**src/rtl/dbf_pkg.sv**
```systemverilog
package dbf_pkg;
   typedef enum logic [1:0] {MD_ARRAY, MD_STATUS, MD_SIG, MD_CFI} mode_t;
   typedef enum logic [2:0] {
      SRC_ARRAY = 3'd0, SRC_STATUS = 3'd1, SRC_IDENT = 3'd2,
      SRC_PROT = 3'd3, SRC_CFI = 3'd4
   } src_t;

   localparam logic [7:0] CMD_READ    = 8'hFF;
   localparam logic [7:0] CMD_RSR     = 8'h70;
   localparam logic [7:0] CMD_SIG     = 8'h90;
   localparam logic [7:0] CMD_CFI     = 8'h98;
   localparam logic [7:0] CMD_CLR     = 8'h50;
   localparam logic [7:0] CMD_ERASE   = 8'h20;
   localparam logic [7:0] CMD_CONFIRM = 8'hD0;

   // bits 1,3,4,5 are cleared by the clear command
   localparam logic [7:0] CLR_MASK = 8'h3A;
   localparam int BIT_ERS  = 5;
   localparam int BIT_SEQ  = 4;
   localparam int BIT_PROT = 1;
endpackage

```
**src/rtl/dbf_bank_ctrl.sv**
```systemverilog
module dbf_bank_ctrl
   import dbf_pkg::*;
#(
   parameter bit IS_BOTTOM = 1'b1
) (
   input  logic       clk,
   input  logic       rst_n,
   input  logic       wr_hit,
   input  logic [7:0] cmd,
   input  logic       blk_locked,
   input  logic       done,
   output mode_t      mode,
   output logic       busy,
   output logic       pend,
   output logic [7:0] status,
   output logic       start
);
   logic [6:0] sticky;
   mode_t      query_next;

   // only the bottom bank owns the query area
   if (IS_BOTTOM) begin : g_query
      assign query_next = MD_CFI;
   end else begin : g_noquery
      assign query_next = MD_ARRAY;
   end

   assign start  = wr_hit && !busy && pend && (cmd == CMD_CONFIRM) && !blk_locked;
   assign status = {~busy, sticky};

   always_ff @(posedge clk) begin
      if (!rst_n) begin
         mode   <= MD_ARRAY;
         busy   <= 1'b0;
         pend   <= 1'b0;
         sticky <= '0;
      end else begin
         if (done) busy <= 1'b0;
         if (wr_hit) begin
            if (busy) begin
               if (cmd == CMD_RSR) mode <= MD_STATUS;
            end else if (pend) begin
               pend <= 1'b0;
               if (cmd == CMD_CONFIRM) begin
                  mode <= MD_STATUS;
                  if (blk_locked) begin
                     sticky[BIT_ERS]  <= 1'b1;
                     sticky[BIT_PROT] <= 1'b1;
                  end else begin
                     busy <= 1'b1;
                  end
               end else begin
                  sticky[BIT_ERS] <= 1'b1;
                  sticky[BIT_SEQ] <= 1'b1;
                  mode            <= MD_ARRAY;
               end
            end else begin
               case (cmd)
                  CMD_READ:  mode <= MD_ARRAY;
                  CMD_RSR:   mode <= MD_STATUS;
                  CMD_SIG:   mode <= MD_SIG;
                  CMD_CFI:   mode <= query_next;
                  CMD_CLR: begin
                     sticky <= sticky & ~CLR_MASK[6:0];
                     mode   <= MD_ARRAY;
                  end
                  CMD_ERASE: pend <= 1'b1;
                  default:   mode <= MD_ARRAY;
               endcase
            end
         end
      end
   end
endmodule

```
**src/rtl/dbf_read_mux.sv**
```systemverilog
module dbf_read_mux
   import dbf_pkg::*;
#(
   parameter logic [7:0] MFR_CODE = 8'h5A,
   parameter logic [7:0] DEV_CODE = 8'hC3
) (
   input  logic            clk,
   input  logic            rst_n,
   input  logic            rd_en,
   input  logic            bank_sel,
   input  logic [7:0]      addr_lo,
   input  logic            lock_bit,
   input  mode_t [1:0]     bank_mode,
   input  logic [1:0][7:0] bank_stat,
   output logic            rd_valid,
   output logic [7:0]      rd_data,
   output logic [2:0]      rd_src
);
   logic [7:0] nxt_data;
   src_t       nxt_src;

   always_comb begin
      nxt_data = addr_lo;
      nxt_src  = SRC_ARRAY;
      case (bank_mode[bank_sel])
         MD_STATUS: begin
            nxt_data = bank_stat[bank_sel];
            nxt_src  = SRC_STATUS;
         end
         MD_SIG: begin
            if (!bank_sel) begin
               nxt_src = SRC_IDENT;
               case (addr_lo[1:0])
                  2'd0:    nxt_data = MFR_CODE;
                  2'd1:    nxt_data = DEV_CODE;
                  2'd2:    nxt_data = {7'd0, lock_bit};
                  default: nxt_data = 8'h00;
               endcase
            end else begin
               nxt_src  = SRC_PROT;
               nxt_data = {7'd0, lock_bit};
            end
         end
         MD_CFI: begin
            nxt_data = ~addr_lo;
            nxt_src  = SRC_CFI;
         end
         default: ;
      endcase
   end

   always_ff @(posedge clk) begin
      if (!rst_n) begin
         rd_valid <= 1'b0;
         rd_data  <= '0;
         rd_src   <= '0;
      end else begin
         rd_valid <= rd_en;
         if (rd_en) begin
            rd_data <= nxt_data;
            rd_src  <= nxt_src;
         end
      end
   end
endmodule

```
**src/rtl/dbflash_cmd_ctrl.sv**
```systemverilog
module dbflash_cmd_ctrl
   import dbf_pkg::*;
#(
   parameter int         ADDR_W       = 10,
   parameter int         BLK_PER_BANK = 4,
   parameter logic [7:0] MFR_CODE     = 8'h5A,
   parameter logic [7:0] DEV_CODE     = 8'hC3,
   localparam int        BLK_W        = $clog2(BLK_PER_BANK),
   localparam int        NUM_BLK      = 2 * BLK_PER_BANK
) (
   input  logic               clk,
   input  logic               rst_n,
   input  logic               wr_en,
   input  logic               rd_en,
   input  logic [ADDR_W-1:0]  addr,
   input  logic [7:0]         wdata,
   input  logic [NUM_BLK-1:0] lock_map,
   output logic               rd_valid,
   output logic [7:0]         rd_data,
   output logic [2:0]         rd_src,
   output logic               eng_start,
   output logic               eng_bank,
   output logic [BLK_W-1:0]   eng_blk,
   input  logic [1:0]         eng_done
);
   if (BLK_PER_BANK < 2 || (1 << BLK_W) != BLK_PER_BANK) begin : g_bad_blk
      $error("BLK_PER_BANK must be a power of two of at least 2");
   end
   if (ADDR_W < 8 || ADDR_W < BLK_W + 3) begin : g_bad_addr
      $error("ADDR_W too small for bank, block and offset fields");
   end

   mode_t [1:0]      bank_mode;
   logic [1:0]       bank_busy;
   logic [1:0]       bank_pend;
   logic [1:0][7:0]  bank_stat;
   logic [1:0]       bank_start;
   logic [BLK_W:0]   lock_idx;
   logic             lock_sel;

   assign lock_idx = {addr[ADDR_W-1], addr[ADDR_W-2 -: BLK_W]};
   assign lock_sel = lock_map[lock_idx];

   for (genvar b = 0; b < 2; b++) begin : g_bank
      dbf_bank_ctrl #(.IS_BOTTOM(b == 0)) u_bank (
         .clk        (clk),
         .rst_n      (rst_n),
         .wr_hit     (wr_en && (addr[ADDR_W-1] == 1'(b))),
         .cmd        (wdata),
         .blk_locked (lock_sel),
         .done       (eng_done[b]),
         .mode       (bank_mode[b]),
         .busy       (bank_busy[b]),
         .pend       (bank_pend[b]),
         .status     (bank_stat[b]),
         .start      (bank_start[b])
      );
   end

   assign eng_start = |bank_start;
   assign eng_bank  = bank_start[1];
   assign eng_blk   = lock_idx[BLK_W-1:0];

   dbf_read_mux #(.MFR_CODE(MFR_CODE), .DEV_CODE(DEV_CODE)) u_rmux (
      .clk       (clk),
      .rst_n     (rst_n),
      .rd_en     (rd_en),
      .bank_sel  (addr[ADDR_W-1]),
      .addr_lo   (addr[7:0]),
      .lock_bit  (lock_sel),
      .bank_mode (bank_mode),
      .bank_stat (bank_stat),
      .rd_valid  (rd_valid),
      .rd_data   (rd_data),
      .rd_src    (rd_src)
   );
endmodule

```
**config.mk**
```make
export PLATFORM = sky130hd
export DESIGN_NAME = dbflash_cmd_ctrl
export DESIGN_NICKNAME = d
export VERILOG_FILES = /design/src/rtl/dbf_pkg.sv /design/src/rtl/dbf_bank_ctrl.sv /design/src/rtl/dbf_read_mux.sv /design/src/rtl/dbflash_cmd_ctrl.sv
export SDC_FILE = /design/constraint.sdc
export NUM_CORES = 1
export LEC_CHECK = 0
export BUFFER_PORTS_ARGS = -buffer_cell sky130_fd_sc_hd__buf_2
export CAP_MARGIN = 30
export CELL_PAD_IN_SITES_DETAIL_PLACEMENT = 1
export CELL_PAD_IN_SITES_GLOBAL_PLACEMENT = 1
export CORE_MARGIN = 8
export CORE_UTILIZATION = 40
export CTS_BUF_LIST = sky130_fd_sc_hd__clkbuf_4 sky130_fd_sc_hd__clkbuf_8 sky130_fd_sc_hd__clkbuf_16
export CTS_CLUSTER_SIZE = 16
export DETAILED_ROUTE_END_ITERATION = 8
export HOLD_SLACK_MARGIN = 0.1
export PLACE_DENSITY_LB_ADDON = 0.08
export SYNTH_ARGS = -nofsm -noshare
export SYNTH_HDL_FRONTEND = slang
export SYNTH_SLANG_ARGS = --single-unit
```
**constraint.sdc**
```tcl
create_clock -name clk -period 2.4 [get_ports clk]
set_input_delay 0.24 -clock clk [delete_from_list [all_inputs] [get_ports clk]]
set_output_delay 0.24 -clock clk [all_outputs]
set_load 0.02 [all_outputs]
```
**Yosys cells after proc, flatten, opt, wreduce, memory -nomap -nowiden**

Index checks and enable logic that the tools add are counted.

- Shift-type cells: 0
- Multipliers: 0
- Divide/modulo/power cells: 0
- Mux-type cells: 43
- Equal/unequal tests: 23
- Bitwise logic cells: 4
- Add/subtract/negate cells: 0
- $lt $le $gt $ge: 2
- Reduce and logical (&&, ||, !) cells: 27

Operators with widths:

| kind | count |
|---|---|
| $pmux W8 S3 | 2 |
| $eq A8 B8 Y1 const B | 3 |
| $mux W1 | 24 |
| $mux W8 | 3 |
| $mux W2 | 9 |
| $eq A8 B7 Y1 const B | 2 |
| $reduce_and A4 Y1 | 4 |
| $ne A2 B2 Y1 const B | 6 |
| $logic_and A1 B1 Y1 | 10 |
| $reduce_and A5 Y1 | 2 |
| $pmux W3 S3 | 1 |
| $eq A8 B6 Y1 const B | 1 |
| $not A8 Y8 | 1 |
| $pmux W2 S4 | 1 |
| $eq A2 B2 Y1 const B | 3 |
| $mux W6 | 1 |
| $ne A3 B1 Y1 const B | 2 |
| $ne A3 B2 Y1 const B | 2 |
| $pmux W2 S3 | 1 |
| $reduce_and A3 Y1 | 2 |
| $eq A2 B1 Y1 const B | 2 |
| $lt A3 B4 Y1 const B | 1 |
| $ne A2 B1 Y1 const B | 2 |
| $reduce_and A2 Y1 | 2 |
| other kinds (7) | 12 |

- Bits in latches: 0
- Memories kept: 0
- Bits in registers: 26
- Input bits: 32
- Memory bits (writable): 0
- Bits in read-only memories: 0

**Logic depth before layout (Yosys ltp)**

- Word-level depth: 7
- Depth in mapped cells: 6

**Hierarchy**

Synthesis repeated with hierarchy kept, for this count alone.

- Cell total of the unflattened synthesis: 216
- Area, all modules: 1819.2 um^2

Modules (own cells, without submodules):

| module | instances | seq. area each (um^2) | area each (um^2) | cells an instance |
|---|---|---|---|---|
| dbf_read_mux | 1 | 240.2 | 798.3 | 98 |
| dbf_bank_ctrl at g_bank[0].u_bank | 1 | 140.1 | 488.0 | 58 |
| dbf_bank_ctrl at g_bank[1].u_bank | 1 | 140.1 | 435.4 | 52 |
| dbflash_cmd_ctrl | 1 | 0.0 | 97.6 | 8 |

**Worst setup path after synthesis**

OpenSTA, ideal clock, no wires.

- Kind: input to output
- Start point: input port addr[7]
- End point: output port eng_bank
- Buffers on the path: 1
- Data arrival time: 1.578 ns
- Data required time: 2.160 ns
- Path slack: 0.582 ns
- Stages on the path: 5
- Cell sequence: buf_6 -> mux4_2 -> mux2_4 -> nand2b_4 -> nor2_1

- Cells in the longest elaborated chain, start to end: 4

RTL lines:

| element | RTL line | source |
|---|---|---|
| from (decl) | dbflash_cmd_ctrl.sv:15 | `input logic [ADDR_W-1:0] addr,` |
| $bmux W1 S3 | dbflash_cmd_ctrl.sv:42 | `assign lock_sel = lock_map[lock_idx];` |
| $mux W1 (implied by the code) | dbflash_cmd_ctrl.sv:42 |  |
| $logic_not A1 Y1 | dbf_bank_ctrl.sv:28 | `assign start = wr_hit && !busy && pend && (cmd == CMD_CONFIRM) && !blk_locked;` |
| $logic_and A1 B1 Y1 | dbf_bank_ctrl.sv:28 |  |
| to (decl) | dbflash_cmd_ctrl.sv:22 | `output logic eng_bank,` |

No other way between the ends. The select of a mux whose other input is x is not followed.

**Final worst setup path**

- Start point: input port addr[9]
- End point: output port eng_start

- Cells in the longest elaborated chain, start to end: 7
- Elaborated cells between the ends (all ways): 15
- Those cells by class: mux (2); bitwise (1); reduce/logical (12)

RTL lines:

| element | RTL line | source |
|---|---|---|
| parallel branches: the longest is 6 deep, another holds $bmux W1 S3 | n/a |  |
| $reduce_or A2 Y1 * | dbflash_cmd_ctrl.sv:60 | `assign eng_start = \|bank_start;` |
| to (decl) | dbflash_cmd_ctrl.sv:21 | `output logic eng_start,` |

Every way passes the cells marked *. The select of a mux whose other input is x is not followed.

==> results_dict.tcl <==
set metrics [dict create \
    design.die.area_um2 6260 \
    synth_fp_nets 222 \
    worst_pin_slew_ns 0.534 \
    drt-total-wl_mm 5.18 \
    rr_worst_depth 3 \
    synth_cell_type_count 52 \
    critPathRequiredTime_ns 2.16 \
    drt_first_pass_iters 4 \
    finalNetCount 263 \
    antenna-diode-count 0 \
    cell_with_the_most_instances_after_synthesis "dfxtp_1" \
    synth_sequential_area_ratio_pct 32.7 \
    die-height_um 79.1 \
    final_cells 280 \
    drt_iter0_markers 64 \
    drive_above_1_share_pct 29.6 \
    netSwitchingPower_w 0.000245 \
    critical_path.slowest_cell "mux4_2" \
    cts_inserted_buffers 3 \
    vdd_drop_max_uv 336 \
    postRouteAntennaNets 0 \
    fin_worst_skew_ns 0.00497 \
    worst-setup-path-type "in -> out" \
    first_global_vias 1817 \
    clock_tree.buffer_depth 2 \
    worstSetupStartpointType "primary input" \
    critical_path_fanout_max 20 \
    cts_hold_buf 0 \
    routed_wire_length_per_instance_um 18.5 \
    placed_instance_area_um2 1840 \
    area_growth_syn_to_layout_pct 19.8 \
    finish.instance_area_um2 1910 \
    worst_slew_margin_rel_pct 64.3 \
    numClockSinks 26 \
    yosysTopAreaCell "dfxtp_1" \
    final_core_utilization_pct 48.8 \
    fill_cell_count 510 \
    grt_max_degree 22 \
    synthTopCellsByArea "dfxtp_1 33%, mux2i_1 6.3%, nor2_1 4.2%" \
    leakage_nw 0.790 \
    achievable_frequency_mhz 504 \
    syn_area_per_cell_um2 8.38 \
    insertion_delay_ns 0.28 \
    clockPowerShare_pct 37.0 \
    global_route_wire_length_before_repair_mm 8.29 \
    switching_share_pct 24.8 \
    place.detailed.instances 276 \
    seq_area_um2 520 \
    power_per_standard_cell_area_nw_per_um2 516 \
    grt_setup_unrepaired "false" \
    outcome "finished clean" \
    grt_overflow_total 0 \
    multi_input_area_um2 988 \
    drv.max_cap_violation_count 0 \
    routabilityCongestion 0.838 \
    cpMostUsedCell "buf_2" \
    slowest_delay_ns 0.37 \
    drt_drc_violations_left 0 \
    postSynthRegisterBits 26 \
    synth.yosys.warnings 0 \
    timing.hold.ws_ns 0.250 \
    hpwl_mm 4.09 \
    chipWidth_um 79.1 \
    report.final.setup_viol 0 \
    io_buffer_count 47 \
    track_usage_pct 16.6 \
    hold_path_depth 3 \
    timing.critical_path.arrival_ns 1.75 \
    antenna_violations_before_repair 0 \
    synth_largest_type_area_fraction_pct 32.7 \
    power.internal_w 0.000740 \
    crit_path_end_kind "primary output" \
    route.vias.total 1643 \
    hold_viol 0 \
    summed_instance_area_of_the_synthesized_netlist_um2 1590 \
    syn-instance-count 190 \
    ios 48 \
    asyncSetResetFlopFracSynth_pct 0 \
    tritoncts "yes" \
    reg2reg_slack_ns 0.80 \
    initial_utilization_pct 40.7 \
    clock_tree.htree_level_count 1 \
    share_comb_of_total_power_pct 17.4 \
    synth_top_cells_by_count "26 x dfxtp_1, 18 x nor2_1, 17 x nand2_1" \
    cts_post_setup_buffers_inserted 0 \
    seq_power_share_pct 45.7 \
    post_drt_via_cell_ratio 5.87 \
    synth-edff-count 0 \
    core_area_um2 3910 \
    clkSlewWorstSetupHoldPaths_ns 0.09 \
    post_cts_resized 0 \
    synth_top_flop_cell "dfxtp_1" \
    hold_crit_path_type "in -> reg" \
    period_minus_slack_ns 1.99 \
    clock_tree.root_cell "clkbuf_8" \
    setup_tns_ns 0 \
    placement_rows 23 \
    drv_slew 0 \
    cp_cell_sequence "buf_2 > mux4_2 > mux2_4 > nand2b_4 > a21oi_2 > buf_2" \
    timing.final.crit_share_pct 82.7 \
]
worst max-delay path, delay by kind of cell:
kind	cells	cell delay [ns]
compound gates	1	0.10
buf+inv	2	0.54
mux	2	0.68
simple gates	1	0.18
path summary, 6_finish.rpt:
kind                                   start                         end
hold / removal                   eng_done[0]       g_bank[0].u_bank.busy
setup reg to reg    g_bank[0].u_bank.mode[1]           u_rmux.rd_data[3]
setup / recovery                     addr[9]                   eng_start
hold reg to reg   g_bank[0].u_bank.sticky[5]  g_bank[0].u_bank.sticky[5]
cell usage in the layout (no fill, tap or decap), types with 6 or more instances in the layout:
cell / synthesis / routed
buf_2: 1 / 47
nor2_1: 18 / 18
mux2i_1: 10 / 10
o21ai_0: 12 / 12
nand2_1: 17 / 17
nand3_1: 8 / 8
dfxtp_1: 26 / 26
nor3_1: 6 / 6
a21oi_1: 7 / 7
nand4_1: 6 / 6
stage by stage:
step | power [W] | setup WS, ns
3_5_place_dp | 0.000630 | 0.451
2_1_floorplan | 0.000566 | 0.582
5_1_grt | 0.00104 | 0.350
4_1_cts | 0.000991 | 0.431
6_report | 0.000984 | 0.414
3_3_place_gp | 0.000623 | 0.476
cell families after synthesis:
group                     synth area share (%)
xor gates and xnor gates                  1.10
buffers and inverters                     5.26
DFF                                       32.7
and+or+nand+nor                           27.3
muxes                                     13.0
AOI/OAI and AO/OA                         20.7
state kept, by name (all words and copies together) (netlist names):
signal and count:
g_bank.u_bank.pend 2, u_rmux.rd_valid 1, g_bank.u_bank.mode 4, g_bank.u_bank.busy 2, u_rmux.rd_src 3, g_bank.u_bank.sticky 6, u_rmux.rd_data 8
final cells by class:
class / instances / area share [%]
clock inverter: 1 / 1.57
clock buffer: 3 / 2.16
sequential: 26 / 27.3
tap: 50 / 3.28
inverter: 4 / 0.787
multi-input combinational: 147 / 51.8
timing repair buffer: 49 / 13.1
per-layer routing:
layer  wire length (µm)  GRT usage (%)  share of wire (%)  vias to the layer above
met5                  0              0                  0                        -
met4                 87           6.30                1.7                        0
met3                241           3.72                4.7                        9
met2               2850           33.2                 55                       42
met1               2000           15.6                 39                      798
li1                   -              -                  -                      794
power by group through the flow:
stage | logic, W | registers, W | clock network, W
CTS | 0.000172 | 0.000450 | 0.000369
global route | 0.000185 | 0.000451 | 0.000398
detailed placement | 0.000171 | 0.000460 | 0
global placement | 0.000164 | 0.000459 | 0
finish | 0.000171 | 0.000449 | 0.000364
floorplan | 0.0000934 | 0.000473 | 0
(Power assumes the default switching activity.)
